--- src/rtl/chunker_pkg.sv ---
package chunker_pkg;

  localparam int STS_BYTES = 4;
  localparam int BURST_LSB = 8;
  localparam int BURST_W   = 16;

  typedef enum logic [2:0] {
    ST_IDLE,
    ST_STS_REQ,
    ST_STS_DATA,
    ST_EVAL,
    ST_FIFO_REQ,
    ST_FIFO_XFER,
    ST_DONE
  } chunk_state_e;

  // Index, in arrival order, of the status byte holding burst byte b.
  function automatic int burst_byte_slot(int b);
    return BURST_LSB / 8 + b;
  endfunction

endpackage

--- src/rtl/status_assembler.sv ---
module status_assembler
  import chunker_pkg::*;
(
  input  logic                clk,
  input  logic                rst_n,
  input  logic                clear,
  input  logic                in_valid,
  input  logic [7:0]          in_data,
  output logic [BURST_W-1:0]  burst
);

  localparam int IDX_W = $clog2(STS_BYTES);

  logic [IDX_W-1:0] idx;

  always_ff @(posedge clk or negedge rst_n) begin
    if (!rst_n)        idx <= '0;
    else if (clear)    idx <= '0;
    else if (in_valid) idx <= idx + 1'b1;
  end

  for (genvar b = 0; b < BURST_W / 8; b++) begin : g_byte
    always_ff @(posedge clk or negedge rst_n) begin
      if (!rst_n)
        burst[8*b +: 8] <= '0;
      else if (in_valid && idx == IDX_W'(burst_byte_slot(b)))
        burst[8*b +: 8] <= in_data;
    end
  end

endmodule

--- src/rtl/chunk_sizer.sv ---
module chunk_sizer #(
  parameter int LEN_W     = 16,
  parameter int BURST_W   = 16,
  parameter int FRAME_MAX = 64,
  parameter int CHUNK_W   = $clog2(FRAME_MAX + 1)
) (
  input  logic [LEN_W-1:0]   remaining,
  input  logic [BURST_W-1:0] burst,
  output logic [CHUNK_W-1:0] chunk,
  output logic               burst_zero
);

  function automatic logic [CHUNK_W-1:0] pick_chunk(
    input logic [LEN_W-1:0]   rem,
    input logic [BURST_W-1:0] bc
  );
    logic [31:0] m;
    m = (32'(rem) < 32'(bc)) ? 32'(rem) : 32'(bc);
    if (m > 32'(FRAME_MAX)) m = 32'(FRAME_MAX);
    return CHUNK_W'(m);
  endfunction

  assign chunk      = pick_chunk(remaining, burst);
  assign burst_zero = (burst == '0);

endmodule

--- src/rtl/retry_tracker.sv ---
module retry_tracker #(
  parameter int MAX_ZERO_READS = 8
) (
  input  logic clk,
  input  logic rst_n,
  input  logic clear,
  input  logic bump,
  output logic exhausted
);

  localparam int CNT_W = $clog2(MAX_ZERO_READS + 1);

  logic [CNT_W-1:0] count;

  always_ff @(posedge clk or negedge rst_n) begin
    if (!rst_n)     count <= '0;
    else if (clear) count <= '0;
    else if (bump)  count <= count + 1'b1;
  end

  // The next zero read would be the last one allowed.
  assign exhausted = (count == CNT_W'(MAX_ZERO_READS - 1));

endmodule

--- src/rtl/fifo_chunker.sv ---
module fifo_chunker
  import chunker_pkg::*;
#(
  parameter int              ADDR_W         = 16,
  parameter int              LEN_W          = 16,
  parameter int              FRAME_MAX      = 64,
  parameter int              MAX_ZERO_READS = 8,
  parameter logic [ADDR_W-1:0] STS_ADDR     = 16'h0018,
  parameter logic [ADDR_W-1:0] FIFO_ADDR    = 16'h0024,
  localparam int             CHUNK_W        = $clog2(FRAME_MAX + 1)
) (
  input  logic               clk,
  input  logic               rst_n,
  input  logic               start,
  input  logic               dir,
  input  logic [LEN_W-1:0]   total_len,
  output logic               busy,
  output logic               done,
  output logic               err,
  output logic               req_valid,
  input  logic               req_ready,
  output logic               req_read,
  output logic [ADDR_W-1:0]  req_addr,
  output logic [CHUNK_W-1:0] req_len,
  input  logic               fr_rd_valid,
  input  logic [7:0]         fr_rd_data,
  input  logic               fr_wr_take,
  output logic [7:0]         fr_wr_data,
  input  logic               fr_end,
  output logic               buf_wr_valid,
  output logic [7:0]         buf_wr_data,
  output logic               buf_rd_take,
  input  logic [7:0]         buf_rd_data
);

  chunk_state_e       state;
  logic               dir_q;
  logic [LEN_W-1:0]   remaining;
  logic [CHUNK_W-1:0] chunk_q;
  logic [BURST_W-1:0] burst;
  logic [CHUNK_W-1:0] chunk;
  logic               burst_zero;
  logic               exhausted;

  // Named internal events, used by the FSM and the checker.
  logic sts_phase, fifo_phase, sts_done_ev, zero_read_ev, exhaust_ev;
  logic chunk_ev, chunk_done_ev, last_chunk_ev, launch_ev;

  assign sts_phase     = (state == ST_STS_DATA);
  assign fifo_phase    = (state == ST_FIFO_XFER);
  assign sts_done_ev   = sts_phase && fr_end;
  assign zero_read_ev  = (state == ST_EVAL) && burst_zero;
  assign exhaust_ev    = zero_read_ev && exhausted;
  assign chunk_ev      = (state == ST_EVAL) && !burst_zero;
  assign chunk_done_ev = fifo_phase && fr_end;
  assign last_chunk_ev = chunk_done_ev && (remaining == LEN_W'(chunk_q));
  assign launch_ev     = (state == ST_IDLE) && start;

  status_assembler u_sts (
    .clk      (clk),
    .rst_n    (rst_n),
    .clear    (state == ST_STS_REQ),
    .in_valid (sts_phase && fr_rd_valid),
    .in_data  (fr_rd_data),
    .burst    (burst)
  );

  chunk_sizer #(
    .LEN_W     (LEN_W),
    .BURST_W   (BURST_W),
    .FRAME_MAX (FRAME_MAX),
    .CHUNK_W   (CHUNK_W)
  ) u_size (
    .remaining  (remaining),
    .burst      (burst),
    .chunk      (chunk),
    .burst_zero (burst_zero)
  );

  retry_tracker #(
    .MAX_ZERO_READS (MAX_ZERO_READS)
  ) u_retry (
    .clk       (clk),
    .rst_n     (rst_n),
    .clear     (launch_ev || chunk_ev),
    .bump      (zero_read_ev),
    .exhausted (exhausted)
  );

  always_ff @(posedge clk or negedge rst_n) begin
    if (!rst_n) begin
      state     <= ST_IDLE;
      dir_q     <= 1'b0;
      remaining <= '0;
      chunk_q   <= '0;
      err       <= 1'b0;
    end else begin
      unique case (state)
        ST_IDLE: if (start) begin
          dir_q     <= dir;
          remaining <= total_len;
          err       <= 1'b0;
          state     <= (total_len == '0) ? ST_DONE : ST_STS_REQ;
        end
        ST_STS_REQ:  if (req_ready) state <= ST_STS_DATA;
        ST_STS_DATA: if (fr_end)    state <= ST_EVAL;
        ST_EVAL: begin
          if (exhaust_ev) begin
            err   <= 1'b1;
            state <= ST_DONE;
          end else if (zero_read_ev) begin
            state <= ST_STS_REQ;
          end else begin
            chunk_q <= chunk;
            state   <= ST_FIFO_REQ;
          end
        end
        ST_FIFO_REQ: if (req_ready) state <= ST_FIFO_XFER;
        ST_FIFO_XFER: if (fr_end) begin
          remaining <= remaining - LEN_W'(chunk_q);
          state     <= last_chunk_ev ? ST_DONE : ST_STS_REQ;
        end
        ST_DONE: state <= ST_IDLE;
        default: state <= ST_IDLE;
      endcase
    end
  end

  always_comb begin
    req_valid = (state == ST_STS_REQ) || (state == ST_FIFO_REQ);
    if (state == ST_STS_REQ) begin
      req_read = 1'b1;
      req_addr = STS_ADDR;
      req_len  = CHUNK_W'(STS_BYTES);
    end else begin
      req_read = dir_q;
      req_addr = FIFO_ADDR;
      req_len  = chunk_q;
    end
  end

  assign busy         = (state != ST_IDLE);
  assign done         = (state == ST_DONE);
  assign buf_wr_valid = fifo_phase && dir_q && fr_rd_valid;
  assign buf_wr_data  = fr_rd_data;
  assign buf_rd_take  = fifo_phase && !dir_q && fr_wr_take;
  assign fr_wr_data   = buf_rd_data;

endmodule

--- config.mk ---
export PLATFORM = sky130hd
export DESIGN_NAME = fifo_chunker
export DESIGN_NICKNAME = d
export VERILOG_FILES = /design/src/rtl/chunker_pkg.sv /design/src/rtl/status_assembler.sv /design/src/rtl/chunk_sizer.sv /design/src/rtl/retry_tracker.sv /design/src/rtl/fifo_chunker.sv
export SDC_FILE = /design/constraint.sdc
export NUM_CORES = 1
export LEC_CHECK = 0
export BUFFER_PORTS_ARGS = -buffer_cell sky130_fd_sc_hd__buf_4
export CAP_MARGIN = 40
export CORE_MARGIN = 10
export CORE_UTILIZATION = 47
export DETAILED_ROUTE_END_ITERATION = 7
export GPL_TIMING_DRIVEN = 0
export PLACE_DENSITY = 0.79
export RECOVER_POWER = 50
export SLEW_MARGIN = 20
export SYNTH_ARGS = -nofsm -noshare
export SYNTH_HDL_FRONTEND = slang
export SYNTH_SLANG_ARGS = --single-unit
--- constraint.sdc ---
create_clock -name clk -period 2.6 [get_ports clk]
set_input_delay 0.13 -clock clk [delete_from_list [all_inputs] [get_ports clk]]
set_output_delay 0.13 -clock clk [all_outputs]
set_load 0.03 [all_outputs]
==> flow_summary.yaml, run 1 <==
outcome:
  status: "complete, no violations"
placed_design:
  gp_congestion: 0.929
  io_buffers: 65
  dp_hpwl_um: 8470
  pre_cts_ws_ps: 304
power:
  p_leak_nw: 2.05
  max-vdd-ir-drop_uv: 558
  powerDensity_nw_per_um2: 1190
hold_path:
  holdPathStages: 3
  hold_end: "dir_q"
  min-delay-path-class: "in2reg"
  min_from: "dir"
final_layout:
  area_growth_pct: 20.0
  num_antenna_cells: 0
  layout-drive-gt1-share: 0.228
  layout_commonest_cell: "buf_4"
  mostFrequentLayoutCells: "buf_4 (78), dfrtp_1 (50), nand2_1 (45)"
  nets: 587
grt:
  grt_max_degree: 51
  grt_overflow: 0
  grt_pass1_vias: 3690
  grt_pass1_wl_um: 17500
  antenna_found_initial: 0
  track_usage: 0.179
sta:
  relSlewSlack: 0.151
  finalCritPeriodShare: 0.921
  setup_ws_ps: 205
  skew_ps: 15.0
  tightest_slew_ps: 1270
  report.final.slew_viol_count: 0
  setup_tns_ps: 0
  hold_violations: 0
  rsz0062_at_grt: "no"
  min_period_ps: 2400
  finalSetupViolCount: 0
  max_freq_ghz: 0.418
setup_path:
  crit_fanout: 10
  cp_slowest_stage_delay_ps: 380
  rrSetupSlack_ps: 240
  start_kind: "flop"
  cp-end-kind: "output pin"
  path_cells: "clkbuf_1 > nor2b_1 > nor2b_1 > clkbuf_1 > inv_1 > buf_4 > buf_4"
  reg2reg_depth: 9
  critPathTopFamily: "buffers and inverters"
  required_ps: 2470
  r2r-end: "remaining[14]"
  cp_data_arrival_time_ps: 2270
  critPathBufInv: 5
  critPathSlowestCell: "clkbuf_1"
  critPathKind: "reg2out"
  r2r_start: "remaining[0]"
cts:
  clock-sinks: 50
  cts_buffer_depth: 2
  cts_resized: 0
  clk_pin_slew_worst_paths_ps: 100
  cts.htree.levels: 2
  numCtsBuffers: 5
  worstSkewPairLatency_ps: 310
  root_buffer: "clkbuf_8"
  cts_tree: "yes"
floorplan:
  dieArea_um2: 11900
  die_x_um: 109
  initial_core_util: 0.482
  core_um2: 7730
  die_h_um: 109
  num_rows: 32
  io_pins: 86
drt:
  totalWireLength_um: 10700
  drt-pass1-iter-count: 7
  wire_per_inst_um: 17.2
  detail-route-antenna-nets: 0
  vias_per_cell: 5.75
  drt_iter0_markers: 258
  drc: 0
  vias: 3590
synth:
  ys_ff_latch: 50
  ys_types: 66
  syn-cell-area_um2: 3720
  synth_edf_count: 0
  async_reset_ff_frac: 1.00
  synth.avg_cell_area_um2: 8.52
  seq_area_frac_synth: 0.336
  syn_inst: 437
  yosysTopAreaCell: "dfrtp_1"
  yosys-top-cells-area: "dfrtp_1 (34%), ha_1 (8.4%), buf_4 (6.3%), nand2_1 (4.5%), mux2_2 (3.6%)"
  ys_warn_count: 0
  ys.flop_type: "dfrtp_1"
  yosysTopAreaCellShare: 0.336
flow_run:
  maxCapViolCount: 0
## logic make-up after synthesis
group,synth area share
fa+ha+maj,0.0894
xor+xnor,0.00706
buf+inv,0.111
other cells,0.00101
simple gates,0.226
compound gates,0.188
mux,0.0417
flops,0.336
## worst max-delay path by stage
stage             startpoint             to  slack [ps]  cells after the start
2_1_floorplan   remaining[0]  remaining[14]         610                      9
3_3_place_gp    remaining[0]  remaining[14]         320                      9
3_5_place_dp    remaining[0]  remaining[14]         300                      9
4_1_cts             state[0]    req_addr[5]         230                      7
5_1_grt        remaining[11]     chunk_q[4]          10                      6
6_report            state[0]    req_addr[5]         200                      7
## synthesized netlist by cell type (4+ instances only)
cell type / number
nand2_1: 45
o22ai_1: 6
nand2b_1: 8
o311ai_1: 4
buf_2: 8
inv_1: 30
nor2_1: 32
a21oi_1: 20
nor4_1: 10
nand3_1: 22
o211ai_1: 7
clkbuf_1: 7
ha_1: 25
nand4_1: 5
a311oi_1: 5
o21ai_1: 10
nor2b_1: 9
a31oi_1: 4
dfrtp_1: 50
nor3_1: 10
o21ai_0: 12
a21o_1: 5
buf_4: 31
mux2_2: 12
## timing repair
action | in CTS | in global routing
hold endpoints to repair | 50 | 0
buffers inserted | 0 | 0
hold buffers | 1 | 0
## tightest hold or removal path, stage by stage
cell	delay [ps]
buf_4	80
nand2_1	40
nand2_1	40
## layer usage
layer / part of all wire / vias up / track usage
met4: 0.021 / 0 / 0.0508
li1: - / 1692 / -
met5: 0 / - / 0
met3: 0.10 / 30 / 0.0437
met2: 0.49 / 181 / 0.321
met1: 0.39 / 1687 / 0.206
## registers in the layout (all words and copies together) (netlist names)
signal,flops
chunk_q,7
dir_q,1
err,1
remaining,16
state,3
u_retry.count,4
u_sts.burst,16
u_sts.idx,2
## per-stage QoR
stage               instances   util  area [um^2]  total power, mW  hold slack [ps]
finish                    624  0.578         4460             5.33             1.70
CTS                       624  0.586         4530             5.31             6.95
global placement          615  0.567         4380             4.48              194
detailed placement        615  0.567         4380             4.60              198
floorplan                 448      -         3760             3.70             -166
global route              624  0.578         4460             5.74             15.8
## cell type report
| class | instances | area, um^2 |
|---|---|---|
| clock inverter | 2 | 60.1 |
| sequential | 50 | 1250 |
| buffer | 46 | 299 |
| multi-input combinational | 322 | 2100 |
| inverter | 30 | 113 |
| fill | 706 | 3260 |
| timing repair buffer | 66 | 432 |
| tap | 102 | 128 |
| clock buffer | 6 | 82.6 |
## power by group
group | internal, mW | switching [mW] | leakage (nW) | total (mW)
combinational | 1.30 | 1.92 | 1.36 | 3.21
clock | 0.411 | 0.279 | 0.0714 | 0.690
sequential | 1.08 | 0.343 | 0.617 | 1.42
Power figures use the tool's default switching activity.
==> run 2: changes to the inputs <==
Settings changed: CORE_UTILIZATION 47 to 55, PLACE_DENSITY 0.79 to 0.89.
Clock period 2.6 ns to 2.3 ns, I/O delays scaled along.
==> flow_summary.yaml, run 2 (synthesis gave the netlist of run 1 again) <==
outcome:
  status: "complete, no violations"
cts:
  numCtsBuffers: 5
  worstSkewPairLatency_ps: 320
  cts_tree: "yes"
  root_buffer: "clkbuf_8"
  clock-sinks: 50
  clk_pin_slew_worst_paths_ps: 100
  cts_buffer_depth: 2
  cts.htree.levels: 2
sta:
  skew_ps: 11.9
  max_freq_ghz: 0.440
  worst_hold_slack_ps: 29.7
  setup_tns_ps: 0
  tightest_slew_ps: 1260
  setup_ws_ps: 27.5
  relSlewSlack: 0.160
  min_period_ps: 2270
  finalSetupViolCount: 0
  report.final.slew_viol_count: 0
  rsz0062_at_grt: "yes"
  hold_violations: 0
  finalCritPeriodShare: 0.988
floorplan:
  num_rows: 29
  dieArea_um2: 10500
  io_pins: 86
  core_um2: 6460
  initial_core_util: 0.576
  die_x_um: 102
  die_h_um: 102
final_layout:
  area_growth_pct: 22.2
  num_antenna_cells: 0
  nets: 593
  design_area_um2: 4550
  top_regs: "remaining (16), u_sts.burst (16), chunk_q (7)"
  mostFrequentLayoutCells: "buf_4 (84), dfrtp_1 (49), nand2_1 (45)"
  n_fill_cell: 545
  ff_latch_area_um2: 1250
  layout-drive-gt1-share: 0.263
  layout_commonest_cell: "buf_4"
  multiInputGateArea_um2: 2200
grt:
  grt_overflow: 0
  grt_pass1_wl_um: 17400
  antenna_found_initial: 0
  grt_max_degree: 51
  track_usage: 0.204
  grt_pass1_vias: 3599
setup_path:
  cp_data_arrival_time_ps: 2470
  crit_fanout: 6
  start_kind: "flop"
  cp-end-kind: "flop"
  required_ps: 2500
  critPathKind: "reg2reg"
drt:
  drt_iter0_markers: 316
  vias: 3663
  vias_per_cell: 6.05
  drc: 0
  totalWireLength_um: 11200
  wire_per_inst_um: 18.5
  drt-pass1-iter-count: 5
  detail-route-antenna-nets: 0
power:
  p_leak_nw: 2.08
  power_mw: 6.24
  powerDensity_nw_per_um2: 1370
  max-vdd-ir-drop_uv: 783
placed_design:
  io_buffers: 65
  place_area_um2: 4350
  dp_hpwl_um: 8350
  gp_congestion: 0.996
  pre_cts_ws_ps: -51.6
hold_path:
  min-delay-path-class: "in2reg"
flow_run:
  maxCapViolCount: 0
[run 2: path summary, 6_finish.rpt]
| kind | startpoint | cells past startpoint | to | slack (ps) |
|---|---|---|---|---|
| max | chunk_q[6] | 8 | remaining[14] | 30 |
| min | fr_rd_data[7] | 3 | u_sts.burst[7] | 30 |
| max reg2reg | chunk_q[6] | 8 | remaining[14] | 30 |
| min reg2reg | u_sts.burst[11] | 1 | u_sts.burst[11] | 540 |
| max in group asynchronous | rst_n | 2 | remaining[1] | 850 |
| min in group asynchronous | rst_n | 2 | remaining[13] | 580 |
[run 2: final cells by class]
cell class	instances	area share
multi-input combinational	322	0.483
sequential	50	0.275
timing repair buffer	72	0.106
buffer	46	0.0688
inverter	30	0.0248
tap	77	0.0212
clock buffer	6	0.0182
clock inverter	2	0.00275
[run 2: timing repair]
item / 4_1_cts / 5_1_grt
endpoints found under the hold margin: 51 / 0
gates resized for setup: 7 / 18
cloned: 0 / 0
hold buffers: 2 / 0
setup buffers: 0 / 5
pin swaps: 1 / 4
endpoints found under the setup margin: 12 / 17
[run 2: per-stage QoR]
stage / util / cells
after detailed placement: 0.673 / 590
final: 0.704 / 605
after floorplan: - / 448
after global routing: 0.704 / 605
after CTS: 0.696 / 600
after global placement: 0.673 / 590
[run 2: worst max-delay path, cell delays in order (launching register included)]
cell and delay, ps:
dfrtp_1 370, inv_1 120, ha_2 340, a21oi_2 230, nand2_1 200, a311o_1 390
nor3_1 220, a41o_1 210, a21oi_1 80
[run 2: layer usage]
metal  global-route usage  part of all wire  vias up
met5                    0                 0        -
li1                     -                 -     1701
met3               0.0432             0.083       26
met1                0.260              0.42     1745
met2                0.348              0.48      191
met4               0.0412             0.016        0
[run 2: report_power, final]
group	total, mW	leakage [nW]	switching (mW)	internal (mW)
registers	1.65	0.617	0.424	1.22
logic	4.03	1.41	2.37	1.66
clock network	0.561	0.0472	0.318	0.243
==> run 3: changes to the inputs <==
Settings changed: PLACE_DENSITY 0.89 to 0.81.
==> flow_summary.yaml, run 3 (synthesis gave the netlist of run 1 again) <==
sta:
  hold_violations: 1
  report.final.slew_viol_count: 0
  skew_ps: 5.27
  max_freq_ghz: 0.444
  relSlewSlack: 0.152
  min_period_ps: 2250
  worst_hold_slack_ps: -2.84
  setup_ws_ps: 49.3
  setup_tns_ps: 0
  finalCritPeriodShare: 0.979
  finalSetupViolCount: 0
  tightest_slew_ps: 1270
grt:
  antenna_found_initial: 0
  grt_overflow: 0
  grt_max_degree: 51
  grt_pass1_wl_um: 16900
  track_usage: 0.200
  grt_pass1_vias: 3483
final_layout:
  top_regs: "remaining (16), u_sts.burst (16), chunk_q (7)"
  area_growth_pct: 19.5
  nets: 589
  layout-drive-gt1-share: 0.258
  multiInputGateArea_um2: 2140
  n_fill_cell: 572
  utilization: 0.688
  design_area_um2: 4450
  num_antenna_cells: 0
  ff_latch_area_um2: 1260
  layout_commonest_cell: "buf_4"
  mostFrequentLayoutCells: "buf_4 (81), dfrtp_1 (46), nand2_1 (44)"
drt:
  drt_iter0_markers: 266
  totalWireLength_um: 10700
  wire_per_inst_um: 17.9
  vias_per_cell: 5.91
  drt-pass1-iter-count: 5
  vias: 3546
  drc: 0
  detail-route-antenna-nets: 0
cts:
  worstSkewPairLatency_ps: 300
  cts.htree.levels: 2
  cts_tree: "yes"
  root_buffer: "clkbuf_8"
  numCtsBuffers: 5
  cts_buffer_depth: 2
  clock-sinks: 50
  clk_pin_slew_worst_paths_ps: 90
floorplan:
  die_h_um: 102
  num_rows: 29
  core_um2: 6460
  initial_core_util: 0.576
  io_pins: 86
  die_x_um: 102
  dieArea_um2: 10500
setup_path:
  critPathKind: "reg2reg"
  critPathSlowestCell: "dfrtp_1"
  r2r_start: "remaining[2]"
  cp-end-kind: "flop"
  cp_slowest_stage_delay_ps: 440
  cp-startpoint: "remaining[2]"
  path_cells: "ha_1 > nor2b_2 > o21ai_1 > a21oi_2 > a2111o_1 > nor4_1 > nor3_1"
  cp_data_arrival_time_ps: 2440
  required_ps: 2490
  start_kind: "flop"
  crit_fanout: 5
placed_design:
  io_buffers: 65
  place_area_um2: 4350
  gp_congestion: 0.919
  dp_hpwl_um: 8460
  pre_cts_ws_ps: -53.0
hold_path:
  min-delay-path-class: "in2reg"
  min_from: "dir"
outcome:
  violations: "negative hold slack"
  status: "finished with violations"
power:
  power_mw: 5.93
  p_leak_nw: 2.05
  powerDensity_nw_per_um2: 1330
  max-vdd-ir-drop_uv: 655
flow_run:
  maxCapViolCount: 0
run 3: layout make-up:
cell class | count | area share
Timing Repair Buffer | 68 | 0.101
Sequential cell | 50 | 0.283
Clock inverter | 2 | 0.00225
Buffer | 46 | 0.0704
Inverter | 30 | 0.0253
Multi-Input combinational cell | 322 | 0.481
Clock buffer | 5 | 0.0155
Tap cell | 77 | 0.0217
run 3: timing repair:
| action | 4_1_cts | 5_1_grt |
|---|---|---|
| resized for setup | 4 | 18 |
| setup buffers | 0 | 2 |
| hold buffers | 1 | 0 |
| hold endpoints to repair | 50 | 0 |
| endpoints found under the setup margin | 9 | 18 |
| pin swaps | 0 | 4 |
run 3: critical path, delay by kind of cell, from the launching register on:
family,cells,cell delay (ps)
compound gates,3,770
simple gates,3,550
flops,1,440
fa+ha+maj,1,370
run 3: worst paths after layout:
kind                            endpoint  slack (ps)  cells after the start
max                        remaining[12]          50                      7
min                                dir_q          -3                      3
max reg2reg                remaining[12]          50                      7
min reg2reg                          err         530                      2
max in group asynchronous   remaining[9]         830                      2
min in group asynchronous  remaining[12]         600                      2
run 3: per-layer routing:
metal | global-route usage | share of wire | up-vias
met5 | 0 | 0 | -
met4 | 0.0597 | 0.016 | 0
met3 | 0.0506 | 0.095 | 25
met2 | 0.344 | 0.49 | 177
met1 | 0.242 | 0.40 | 1644
li1 | - | - | 1700
run 3: power breakdown:
group / total [mW] / switching (mW) / internal, mW
logic: 3.78 / 2.23 / 1.54
clock network: 0.502 / 0.297 / 0.205
registers: 1.65 / 0.420 / 1.23
total: 5.93 / 2.95 / 2.98
run 3: stage by stage:
step	std cells	hold WS, ps
CTS	598	2.07
global placement	590	179
detailed placement	590	191
finish	600	-2.84
floorplan	448	-181
global route	600	13.0
